File: config.mk
export PLATFORM = sky130hd
export DESIGN_NAME = seq_watchdog
export DESIGN_NICKNAME = d
export VERILOG_FILES = /design/src/rtl/seq_watchdog.sv
export SDC_FILE = /design/constraint.sdc
export NUM_CORES = 1
export LEC_CHECK = 0
export BUFFER_PORTS_ARGS = -buffer_cell sky130_fd_sc_hd__buf_2
export CORE_AREA = 2 2 91 58
export DETAILED_ROUTE_END_ITERATION = 8
export DIE_AREA = 0 0 93 60
export SKIP_LAST_GASP = 1
export SYNTH_ARGS = -nofsm -noshare
export SYNTH_HDL_FRONTEND = slang
export SYNTH_SLANG_ARGS = --single-unit
File: constraint.sdc
create_clock -name clk -period 3.8 [get_ports clk]
set_input_delay 0.76 -clock clk [delete_from_list [all_inputs] [get_ports clk]]
set_output_delay 0.76 -clock clk [all_outputs]
set_load 0.005 [all_outputs]
File: src/rtl/seq_watchdog.sv
module seq_watchdog #(
  parameter int CNT_W = 14,
  parameter int ADDR_W = 8,
  parameter int DATA_W = 8,
  parameter logic [ADDR_W-1:0] KEY_ADDR = 'hA6,
  parameter logic [DATA_W-1:0] KEY_FIRST = 'h1E,
  parameter logic [DATA_W-1:0] KEY_SECOND = 'hE1,
  parameter int PULSE_LEN = 98
) (
  input  logic              clk,
  input  logic              rst_hw,
  input  logic              tick,
  input  logic              wr_en,
  input  logic [ADDR_W-1:0] wr_addr,
  input  logic [DATA_W-1:0] wr_data,
  output logic              rst_out,
  output logic              pulse_active
);

  localparam int PW = $clog2(PULSE_LEN + 1);
  localparam logic [CNT_W-1:0] CNT_LAST = {{(CNT_W-1){1'b1}}, 1'b0};

  logic             enabled, armed;
  logic [CNT_W-1:0] count;
  logic [PW-1:0]    pulse_cnt;

  wire pulse_on = pulse_cnt != '0;
  wire key_wr   = wr_en && (wr_addr == KEY_ADDR) && !pulse_on;
  wire first_ok = key_wr && (wr_data == KEY_FIRST);
  wire unlock   = key_wr && armed && (wr_data == KEY_SECOND);
  wire overflow = enabled && tick && !unlock && (count == CNT_LAST);

  always_ff @(posedge clk) begin
    if (rst_hw) begin
      enabled   <= 1'b0;
      armed     <= 1'b0;
      count     <= '0;
      pulse_cnt <= '0;
    end else begin
      if (key_wr) armed <= first_ok;
      if (overflow) begin
        enabled   <= 1'b0;
        armed     <= 1'b0;
        count     <= '0;
        pulse_cnt <= PW'(PULSE_LEN);
      end else begin
        if (unlock) begin
          enabled <= 1'b1;
          count   <= '0;
        end else if (enabled && tick) begin
          count <= count + 1'b1;
        end
        if (pulse_on) pulse_cnt <= pulse_cnt - 1'b1;
      end
    end
  end

  assign rst_out      = pulse_on;
  assign pulse_active = pulse_on;

  logic [PW-1:0] chk_width;
  always_ff @(posedge clk) begin
    if (rst_hw)        chk_width <= '0;
    else if (pulse_on) chk_width <= chk_width + 1'b1;
    else               chk_width <= '0;
  end

  assert_count_below_top_R6: assert property (@(posedge clk) disable iff (rst_hw)
    count != '1);

  assert_count_hold_R5: assert property (@(posedge clk) disable iff (rst_hw)
    (!tick && !key_wr) |=> $stable(count));

  assert_no_soft_disable_R10: assert property (@(posedge clk) disable iff (rst_hw)
    $fell(enabled) |-> pulse_on);

  assert_pulse_from_enabled_R8: assert property (@(posedge clk) disable iff (rst_hw)
    $rose(pulse_on) |-> ($past(enabled) && !enabled));

  assert_pulse_width_R7: assert property (@(posedge clk) disable iff (rst_hw)
    $fell(pulse_on) |-> (chk_width == PW'(PULSE_LEN)));

  assert_quiet_in_pulse_R11: assert property (@(posedge clk) disable iff (rst_hw)
    pulse_on |-> (!enabled && !armed && count == '0));

endmodule

# Word-level counts from Yosys, hierarchy flattened
# Index checks and enable logic that the tools add are counted.
totals:
  ff_bits: 23
  in_bits: 20
  out_inout_bits: 2
  wordCells: 27
op_classes:
  n_addsub: 2
  n_eq_ne: 4
  n_mux: 2
  n_reduce_logical: 14
op_table:
  columns: ["cell", "count"]
  rows:
  - ["$eq 8x8->1 const B", 2]
  - ["$add 14x1->14 const B", 1]
  - ["$eq 14x14->1 const B", 1]
  - ["$mux 7", 2]
  - ["$eq 8x5->1 const B", 1]
  - ["$logic_and 1x1->1", 8]
  - ["$reduce_bool 7->1", 1]
  - ["$sub 7x1->7 const B", 1]
  - ["$reduce_or 3->1", 1]
  - ["$logic_not 1->1", 2]
  - ["$reduce_bool 2->1", 1]
  - ["$reduce_or 2->1", 1]

# Logic depth before layout (Yosys ltp)
# Gate-level depths: netlist (run 1).
logic_depth:
  ltp_word: 9
  ltp_mapped: 9
  depth_no_buf: 8

# Worst setup path before layout (run 1)
# Ideal clock, no wire load.
synth_timing:
  path_type: "register to output"
  startpoint: "register pulse_cnt[0]"
  endpoint: "output port rst_out"
  t_arrival_ns: 1.490
  required_ns: 3.040
  path_slack_ns: 1.550
  stages_incl_launch_ff: 7
  path_buffers: 1
  path_cell_list: "dfxtp_1 > inv_1 > ha_1 > or3b_4 > nor4_4 > inv_1 > buf_4"
synth_via:
  elab_chain_cells: 1
synth_rtl:
  columns: ["item", "line", "text"]
  rows:
  - ["from (decl)", "25", "logic [PW-1:0] pulse_cnt;"]
  - ["from (signal assigned)", "45", "pulse_cnt <= PW'(PULSE_LEN);"]
  - ["from (signal assigned)", "53", "if (pulse_on) pulse_cnt <= pulse_cnt - 1'b1;"]
  - ["$reduce_bool 7->1", "27", "wire pulse_on = pulse_cnt != '0;"]
  - ["to (decl)", "16", "output logic rst_out,"]
# Every way passes these cells.

# Final worst setup path (run 1)
layout_timing:
  startpoint: "register pulse_cnt[0]"
  endpoint: "output port pulse_active"
layout_via:
  elab_chain_cells: 1
layout_rtl:
  columns: ["item", "line", "text"]
  rows:
  - ["$reduce_bool 7->1", "27", null]
  - ["to (decl)", "17", "output logic pulse_active"]
# Every way passes these cells.

==> impl_metrics.env, run 1 <==
export IMPL_syn_avg_cell_area_um2=9.06
export IMPL_cp_max_fo=7
export IMPL_postRouteAntennaNets=0
export IMPL_antenna_found_initial=0
export IMPL_cp_top_family="simple AND/OR/NAND/NOR gates"
export IMPL_reg2regPathDepth=7
export IMPL_maxCapViolations=0
export IMPL_synth_top_cell_by_area="dfxtp_1"
export IMPL_wl_per_cell_um=9.85
export IMPL_grt_use_total_pct=8.19
export IMPL_r2r_start="pulse_cnt[0]"
export IMPL_die_width_um=93
export IMPL_ys_ff_latch=23
export IMPL_rows=20
export IMPL_syn_to_final_growth_pct=17.4
export IMPL_htreeDepth=1
export IMPL_grt_pass1_vias=754
export IMPL_period_needed_ns=2.67
export IMPL_slew_violations=0
export IMPL_viasPerCell=4.02
export IMPL_grt_max_degree=15
export IMPL_fillers=528
export IMPL_clock_sinks=23
export IMPL_final_common_cell="dfxtp_1"
export IMPL_path_common_cell="inv_1"
export IMPL_power_switching_mw=0.205
export IMPL_worst_pin_slew_ns=0.449
export IMPL_multi_input_area_um2=624
export IMPL_synth_area_um2=1140
export IMPL_cts_tree="done"
export IMPL_die_height_um=60
export IMPL_grt_pass1_wl_um=3560
export IMPL_finalHoldViolCount=0
export IMPL_cts_setup_buffers=0
export IMPL_synth_cell_types=33
export IMPL_intPower_mw=0.463
export IMPL_mostFrequentLayoutCells="dfxtp_1, buf_2, nor2_1"
export IMPL_drt_initial_drc_count=34
export IMPL_seq_area_frac_synth_pct=40.4
export IMPL_status="completed"
export IMPL_hpwl_um=1640
export IMPL_fin_hold_ws_ns=0.489
export IMPL_critPathLaunch="pulse_cnt[0]"
export IMPL_numPortBuffers=21
export IMPL_fp_dieArea_um2=5580
export IMPL_slowest_stage="or3b_4"
export IMPL_rr_endpoint="count[12]"
export IMPL_cp_endpoint="pulse_active"
export IMPL_p_per_area_nw_per_um2=498
export IMPL_path_class="flop to output pin"
export IMPL_start_util_pct=23.7
export IMPL_grt_overflow_total=0
export IMPL_num_nets_final=171
export IMPL_syn_inst=126
export IMPL_ys_warn_count=0
export IMPL_crit_chain="inv_1 > ha_1 > or3b_4 > nor4_4 > inv_1 > buf_2"
export IMPL_cpPeakStageDelay_ns=0.42
export IMPL_combPwrFrac_pct=32.4
export IMPL_pwr_share_clk_pct=22.2
export IMPL_syn_nets=149
export IMPL_vias=856
export IMPL_min_period_over_period_pct=70.2
export IMPL_endpoint_kind="output pin"
export IMPL_worstHoldStart="enabled"
export IMPL_r2r_slack_ns=1.61
export IMPL_cp_start_kind="flop"
export IMPL_post_cts_resized=0
export IMPL_cp_arrival_ns=1.91
export IMPL_clkLatencyLatePin_ns=0.26
export IMPL_hold_class="flop to flop"
export IMPL_post_synth_top_area_fraction_pct=40.4
export IMPL_first_pass_iters=4
export IMPL_io_pins=22
export IMPL_cp_depth=6
export IMPL_seqPwrFrac_pct=45.4
export IMPL_clk_pin_slew_ns=0.08
export IMPL_drcViolationCount=0
export IMPL_p_sw_share_pct=30.7
export IMPL_p_leak_nw=0.508
export IMPL_rsz0062_at_grt="false"
export IMPL_ir_drop_mv=0.167
export IMPL_layout_setup_ws_ns=1.13
export IMPL_gp_congestion=0.741
export IMPL_synth_top_cells_by_area="dfxtp_1, xnor2_1, nor2_1"
export IMPL_core_area_um2=4800
export IMPL_place_ws_ns=1.42
export IMPL_cp_required_ns=3.04
export IMPL_fin_total_pwr_mw=0.667
export IMPL_wl_um=2100
export IMPL_cts_root_buffer="clkbuf_8"
export IMPL_fmax_ghz=0.375
export IMPL_clock_path_buffers=2
export IMPL_cts_buffers=3
export IMPL_ctsHoldBuffers=0
export IMPL_drive_gt1_share_pct=20.4
export IMPL_n_antenna_cell=0
export IMPL_fin_skew_ns=0.00360
export IMPL_seq_area_um2=460
export IMPL_slew_headroom_pct=70.1
export IMPL_finalSetupViolCount=0
export IMPL_fin_setup_tns_ns=0
export IMPL_cp_num_buf_inv=3
## how the worst min path moves through the flow
stage	depth (start not counted)	slack (ns)	end
after detailed placement	2	0.48	enabled
after global placement	2	0.49	enabled
after CTS	2	0.50	enabled
after floorplan	2	0.45	enabled
final	2	0.49	enabled
after global routing	2	0.54	count[3]
## state kept, by name, summed over array words and instances, names as in the netlist
register and count:
pulse_cnt 7, armed 1, enabled 1, count 14
## per-layer routing
metal | vias up | track usage (%) | share of wire [%]
li1 | 470 | - | -
met1 | 378 | 12.5 | 59
met2 | 8 | 10.7 | 39
met3 | 0 | 2.65 | 2.4
met4 | 0 | 2.52 | 0
met5 | - | 0 | 0
## power groups by stage
stage | clock (mW) | combinational (mW) | sequential (mW)
floorplan | 0 | 0.180 | 0.303
global placement | 0 | 0.213 | 0.310
detailed placement | 0 | 0.216 | 0.309
CTS | 0.156 | 0.217 | 0.304
global route | 0.165 | 0.241 | 0.308
finish | 0.148 | 0.216 | 0.303
## kinds of logic (layout without fill, tap and decap cells)
logic type	after synthesis	count (layout)	share of synthesized area [%]
simple gates	63	63	32.8
mux	1	1	0.877
buf+inv	10	31	4.93
fa+ha+maj	3	3	3.29
compound gates	8	8	3.95
flops	23	23	40.4
xor+xnor	18	18	13.8
## synthesized netlist by cell type
library cell and n:
dfxtp_1 23, nor2_1 18, and2_1 2, nand2_1 10, and3b_1 1, xor2_1 6
nand4_1 4, xnor2_1 12, o21ai_0 1, nor4bb_1 1, nand4b_1 2, or3b_4 1
a211oi_1 1, a21oi_1 5, ha_1 3, nor4_4 2, buf_4 1, nand2b_1 2
and4_1 1, or3_2 1, or2_2 1, clkbuf_1 1, o31ai_1 1, inv_1 6
nand4_2 1, buf_6 2, nor4_1 4, mux2i_1 1, or3b_1 1, nand3_1 4
nor2b_1 1, nor3_1 3, and3_1 3
## layout make-up
type                            count  share of cell area [%]
Multi-Input combinational cell     93                    46.6
Inverter                            6                    1.68
Sequential cell                    23                    34.4
Tap cell                           66                    6.16
Clock buffer                        4                    3.36
Timing Repair Buffer               21                    7.84
## worst reg2reg max path: stages (launching register included)
cell and delay [ns]:
dfxtp_1 0.33, inv_1 0.06, ha_1 0.17, or3b_4 0.42, nor4_4 0.31, nand4_2 0.18
or3b_1 0.49, nor2_1 0.10
## metrics by stage
stage | instance area [µm²] | utilization [%] | instances
global route | 1340 | 27.9 | 213
CTS | 1340 | 27.9 | 213
finish | 1340 | 27.9 | 213
detailed placement | 1290 | 27.0 | 209
floorplan | 1140 | - | 126
global placement | 1290 | 27.0 | 209
(Power assumes the default switching activity.)
==> inputs of run 2 (changes only) <==
--- a/config.mk
+++ b/config.mk
@@ -5,10 +5,11 @@
 export SDC_FILE = /design/constraint.sdc
 export NUM_CORES = 1
 export LEC_CHECK = 0
+export ABC_AREA = 1
 export BUFFER_PORTS_ARGS = -buffer_cell sky130_fd_sc_hd__buf_2
-export CORE_AREA = 2 2 91 58
+export CORE_AREA = 2 2 96 61
 export DETAILED_ROUTE_END_ITERATION = 8
-export DIE_AREA = 0 0 93 60
+export DIE_AREA = 0 0 98 63
 export SKIP_LAST_GASP = 1
 export SYNTH_ARGS = -nofsm -noshare
 export SYNTH_HDL_FRONTEND = slang
==> constraint.sdc (replaced) <==
create_clock -name clk -period 2.31 [get_ports clk]
set_input_delay 0.462 -clock clk [delete_from_list [all_inputs] [get_ports clk]]
set_output_delay 0.462 -clock clk [all_outputs]
set_load 0.005 [all_outputs]
==> impl_metrics.env, run 2 <==
export IMPL_slowest_stage="dfxtp_1"
export IMPL_synth_ff_type="dfxtp_1"
export IMPL_yosys_top_cells_count="nand2_1, nor2_1, dfxtp_1"
export IMPL_hold_class="input port to flop"
export IMPL_synth_cell_types=23
export IMPL_layout_setup_ws_ns=0.377
export IMPL_wl_met2_um=932
export IMPL_ys_ff_latch=23
export IMPL_fin_setup_tns_ns=0
export IMPL_antenna_found_initial=0
export IMPL_io_pins=22
export IMPL_synth_edff_count=0
export IMPL_final_common_cell="nand2_1"
export IMPL_cts_tree="done"
export IMPL_fin_skew_ns=0.00389
export IMPL_met1Wirelength_um=1540
export IMPL_cts_root_buffer="clkbuf_8"
export IMPL_place_ws_ns=0.644
export IMPL_highest_layer="met4"
export IMPL_ir_drop_mv=0.229
export IMPL_post_cts_resized=0
export IMPL_maxCapViolations=0
export IMPL_start_util_pct=23.9
export IMPL_clkLatencyLatePin_ns=0.27
export IMPL_worst_pin_slew_ns=0.301
export IMPL_syn_inst=179
export IMPL_mostFrequentLayoutCells="nand2_1, nor2_1, dfxtp_1"
export IMPL_routed_wl_met3_um=37
export IMPL_numPortBuffers=21
export IMPL_clk_pin_slew_ns=0.08
export IMPL_fp_dieArea_um2=6170
export IMPL_cp_max_fo=9
export IMPL_syn_to_final_growth_pct=17.1
export IMPL_finalSetupViolCount=0
export IMPL_grt_overflow_total=0
export IMPL_cp_top_family="buffers and inverters"
export IMPL_ctsHoldBuffers=0
export IMPL_hpwl_um=2030
export IMPL_top_register="count"
export IMPL_postRouteAntennaNets=0
export IMPL_synth_top_cells_by_area="dfxtp_1, nand2_1, nor2_1"
export IMPL_die_width_um=98
export IMPL_syn_avg_cell_area_um2=7.12
export IMPL_cp_arrival_ns=1.47
export IMPL_p_leak_nw=0.600
export IMPL_rows=21
export IMPL_num_nets_final=226
export IMPL_cts_setup_buffers=0
export IMPL_viasPerCell=4.11
export IMPL_reg_top3="count (14), pulse_cnt (7)"
export IMPL_endpoint_kind="output pin"
export IMPL_post_place_cells=267
export IMPL_p_per_area_nw_per_um2=709
export IMPL_min_period_over_period_pct=83.7
export IMPL_period_needed_ns=1.93
export IMPL_n_antenna_cell=0
export IMPL_wl_per_cell_um=9.32
export IMPL_seq_area_frac_synth_pct=36.1
export IMPL_cts_buffers=3
export IMPL_synthArstFlopShare_pct=0
export IMPL_grt_use_total_pct=8.57
export IMPL_largest_register_ffs=14
export IMPL_grt_max_degree=15
export IMPL_slew_headroom_pct=79.8
export IMPL_drcViolationCount=0
export IMPL_cp_num_buf_inv=3
export IMPL_synth_area_um2=1270
export IMPL_synth_top_cell_by_area="dfxtp_1"
export IMPL_clock_sinks=23
export IMPL_clock_path_buffers=2
export IMPL_rsz0062_at_grt="false"
export IMPL_yosysMostFrequentCell="nand2_1"
export IMPL_ys_warn_count=0
export IMPL_core_area_um2=5330
export IMPL_path_class="flop to output pin"
export IMPL_finalHoldViolCount=0
export IMPL_cpPeakStageDelay_ns=0.30
export IMPL_drive_gt1_share_pct=19.8
export IMPL_fin_total_pwr_mw=1.06
export IMPL_fmax_ghz=0.517
export IMPL_cp_start_kind="flop"
export IMPL_crit_chain="inv_1 > ha_1 > inv_1 > nor3_4 > nand2_4 > buf_2"
export IMPL_htreeDepth=1
export IMPL_drt_initial_drc_count=33
export IMPL_syn_nets=202
export IMPL_path_common_cell="inv_1"
export IMPL_gp_congestion=0.806
export IMPL_first_pass_iters=4
export IMPL_die_height_um=63
export IMPL_grt_pass1_wl_um=4420
export IMPL_slew_violations=0
export IMPL_fin_cells=271
export IMPL_cp_required_ns=1.85
export IMPL_post_synth_top_area_fraction_pct=36.1
export IMPL_r2r_slack_ns=0.65
export IMPL_status="completed"
export IMPL_wl_um=2530
export IMPL_vias=1115
export IMPL_fillers=569
export IMPL_grt_pass1_vias=1010
run 2: through the flow:
stage,util [%],area (µm²),hold slack [ns]
2_1_floorplan,-,1270,0.449
3_3_place_gp,27.1,1450,0.478
3_5_place_dp,27.1,1450,0.476
4_1_cts,28.0,1490,0.395
5_1_grt,28.0,1490,0.406
6_report,28.0,1490,0.396
run 2: kinds of logic after synthesis:
logic type,share of synthesized area [%]
xor+xnor,4.81
buf+inv,7.07
flops,36.1
simple gates,41.3
compound gates,7.75
fa+ha+maj,2.94
run 2: path summary, 6_finish.rpt:
kind | startpoint | end | depth (start not counted)
setup / recovery | pulse_cnt[0] | rst_out | 6
hold / removal | rst_hw | pulse_cnt[1] | 2
hold reg to reg | pulse_cnt[6] | pulse_cnt[6] | 2
setup reg to reg | pulse_cnt[0] | count[8] | 9
run 2: routing by layer:
layer | global-route usage, % | up-vias
met5 | 0 | -
met4 | 2.08 | 0
met3 | 2.01 | 2
met2 | 12.0 | 7
met1 | 13.0 | 491
li1 | - | 615
run 2: final cells by class:
cell class                 instances  area [µm²]  share of cell area (%)
sequential                        23         460                    30.8
timing repair buffer              21         105                    7.04
multi-input combinational        135         724                    48.5
inverter                          19        71.3                    4.78
tap                               69        86.3                    5.78
clock buffer                       4        45.0                    3.02
run 2: power by group:
part / internal, mW / leakage, nW / switching, mW
registers: 0.435 / 0.187 / 0.0358
logic: 0.149 / 0.390 / 0.189
clock network: 0.123 / 0.0228 / 0.125
total: 0.707 / 0.600 / 0.350
==> inputs of run 3 (changes only) <==
--- a/config.mk
+++ b/config.mk
@@ -5,11 +5,11 @@
 export SDC_FILE = /design/constraint.sdc
 export NUM_CORES = 1
 export LEC_CHECK = 0
-export ABC_AREA = 1
+export ABC_AREA = 0
 export BUFFER_PORTS_ARGS = -buffer_cell sky130_fd_sc_hd__buf_2
-export CORE_AREA = 2 2 96 61
+export CORE_AREA = 2 2 91 58
 export DETAILED_ROUTE_END_ITERATION = 8
-export DIE_AREA = 0 0 98 63
+export DIE_AREA = 0 0 93 60
 export SKIP_LAST_GASP = 1
 export SYNTH_ARGS = -nofsm -noshare
 export SYNTH_HDL_FRONTEND = slang
==> constraint.sdc (replaced) <==
create_clock -name clk -period 1.9 [get_ports clk]
set_input_delay 0.38 -clock clk [delete_from_list [all_inputs] [get_ports clk]]
set_output_delay 0.38 -clock clk [all_outputs]
set_load 0.005 [all_outputs]
==> impl_metrics.env, run 3 (synthesized netlist as in run 1, its figures left out) <==
export IMPL_die_width_um=93
export IMPL_fin_setup_tns_ns=-0.415
export IMPL_drcViolationCount=0
export IMPL_cts_root_buffer="clkbuf_8"
export IMPL_status="complete, but fails checks"
export IMPL_cts_tree="done"
export IMPL_grt_pass1_vias=879
export IMPL_pwr_share_clk_pct=19.1
export IMPL_slew_violations=0
export IMPL_intPower_mw=1.14
export IMPL_hold_class="input port to flop"
export IMPL_wl_per_cell_um=10.2
export IMPL_place_ws_ns=0.0142
export IMPL_combPwrFrac_pct=43.3
export IMPL_seq_area_um2=463
export IMPL_worst_pin_slew_ns=0.556
export IMPL_wl_um=2370
export IMPL_finalHoldViolCount=0
export IMPL_cp_arrival_ns=1.65
export IMPL_endpoint_kind="output pin"
export IMPL_p_per_area_nw_per_um2=1020
export IMPL_finalSetupViolCount=15
export IMPL_fin_cells=232
export IMPL_grt_use_total_pct=9.09
export IMPL_clkLatencyLatePin_ns=0.27
export IMPL_grt_max_degree=14
export IMPL_fin_area_um2=1600
export IMPL_period_needed_ns=2.03
export IMPL_num_nets_final=190
export IMPL_top_register="count"
export IMPL_viasPerCell=4.10
export IMPL_fin_total_pwr_mw=1.63
export IMPL_numPortBuffers=21
export IMPL_fin_hold_ws_ns=0.347
export IMPL_clock_sinks=23
export IMPL_io_pins=22
export IMPL_htreeDepth=1
export IMPL_min_period_over_period_pct=107
export IMPL_rows=20
export IMPL_p_leak_nw=0.598
export IMPL_start_util_pct=23.7
export IMPL_mostFrequentLayoutCells="dfxtp_1, buf_2, buf_4"
export IMPL_hpwl_um=1730
export IMPL_die_height_um=60
export IMPL_post_place_cells=222
export IMPL_clock_path_buffers=2
export IMPL_path_class="flop to output pin"
export IMPL_fmax_ghz=0.493
export IMPL_rsz0062_at_grt="true"
export IMPL_fin_skew_ns=0.00494
export IMPL_maxCapViolations=0
export IMPL_core_area_um2=4800
export IMPL_cp_max_fo=3
export IMPL_cp_start_kind="flop"
export IMPL_reg_top3="count (14), pulse_cnt (7)"
export IMPL_cp_required_ns=1.52
export IMPL_drive_gt1_share_pct=42.2
export IMPL_n_antenna_cell=0
export IMPL_clk_pin_slew_ns=0.09
export IMPL_first_pass_iters=4
export IMPL_fp_dieArea_um2=5580
export IMPL_gp_congestion=0.724
export IMPL_grt_pass1_wl_um=3950
export IMPL_power_switching_mw=0.495
export IMPL_fillers=513
export IMPL_vias=951
export IMPL_multi_input_area_um2=722
export IMPL_final_util_pct=33.4
export IMPL_drt_initial_drc_count=38
export IMPL_grt_overflow_total=0
export IMPL_syn_to_final_growth_pct=40.6
export IMPL_seqPwrFrac_pct=37.6
export IMPL_slew_headroom_pct=62.6
export IMPL_ir_drop_mv=0.353
export IMPL_violations="setup timing"
export IMPL_placement_cell_area_um2=1390
export IMPL_cts_buffers=3
export IMPL_largest_register_ffs=14
export IMPL_antenna_found_initial=0
export IMPL_layout_setup_ws_ns=-0.129
export IMPL_p_sw_share_pct=30.4
export IMPL_postRouteAntennaNets=0
run 3: cell count changes in the layout (fill, tap and decap cells not counted), sizes merged, moves of 4 or more:
cell   previous run  this run
nor4              0         6
a21oi            13         5
inv              19         6
buf              21        40
nor2             34        18
nand3             9         4
o21ai             5         1
xnor2             3        12
nand2            43        10
or2               5         1
run 3: path summary, 6_finish.rpt:
kind	startpoint	end	slack [ns]	cells after the start
max	pulse_cnt[0]	rst_out	-0.13	7
min	rst_hw	pulse_cnt[1]	0.35	2
max reg2reg	pulse_cnt[0]	count[1]	-0.03	9
min reg2reg	enabled	enabled	0.50	2
run 3: area by class of cell:
class | instances | share of cell area (%)
clock buffers | 3 | 2.57
clock inverters | 1 | 0.312
inverters | 6 | 1.40
multi-input cells | 93 | 45.0
flip-flops and latches | 23 | 28.9
well taps | 66 | 5.15
repair buffers | 40 | 16.7
run 3: repair_timing:
action                     in CTS  in global routing
hold buffers                    0                  0
resized for setup              10                 24
pin swaps                       1                 14
setup buffers                   5                  3
setup endpoints to repair       5                 22
run 3: routing by layer:
layer	GRT usage (%)	up-vias	part of all wire, %
li1	-	511	-
met1	12.4	430	54
met2	13.8	8	43
met3	3.03	2	2.3
met4	2.52	0	0.80
met5	0	-	0
run 3: worst max-delay path: stages (launching register included):
cell and delay (ns):
dfxtp_2 0.33, inv_2 0.06, ha_4 0.13, or3b_4 0.39, nor4_4 0.17, buf_4 0.16
inv_2 0.03, buf_2 0.12
run 3: power by group through the flow:
stage / registers, mW / logic, mW / clock network [mW]
after floorplan: 0.606 / 0.360 / 0
after global placement: 0.616 / 0.547 / 0
after detailed placement: 0.616 / 0.548 / 0
after CTS: 0.612 / 0.663 / 0.323
after global routing: 0.621 / 0.790 / 0.336
final: 0.613 / 0.705 / 0.311
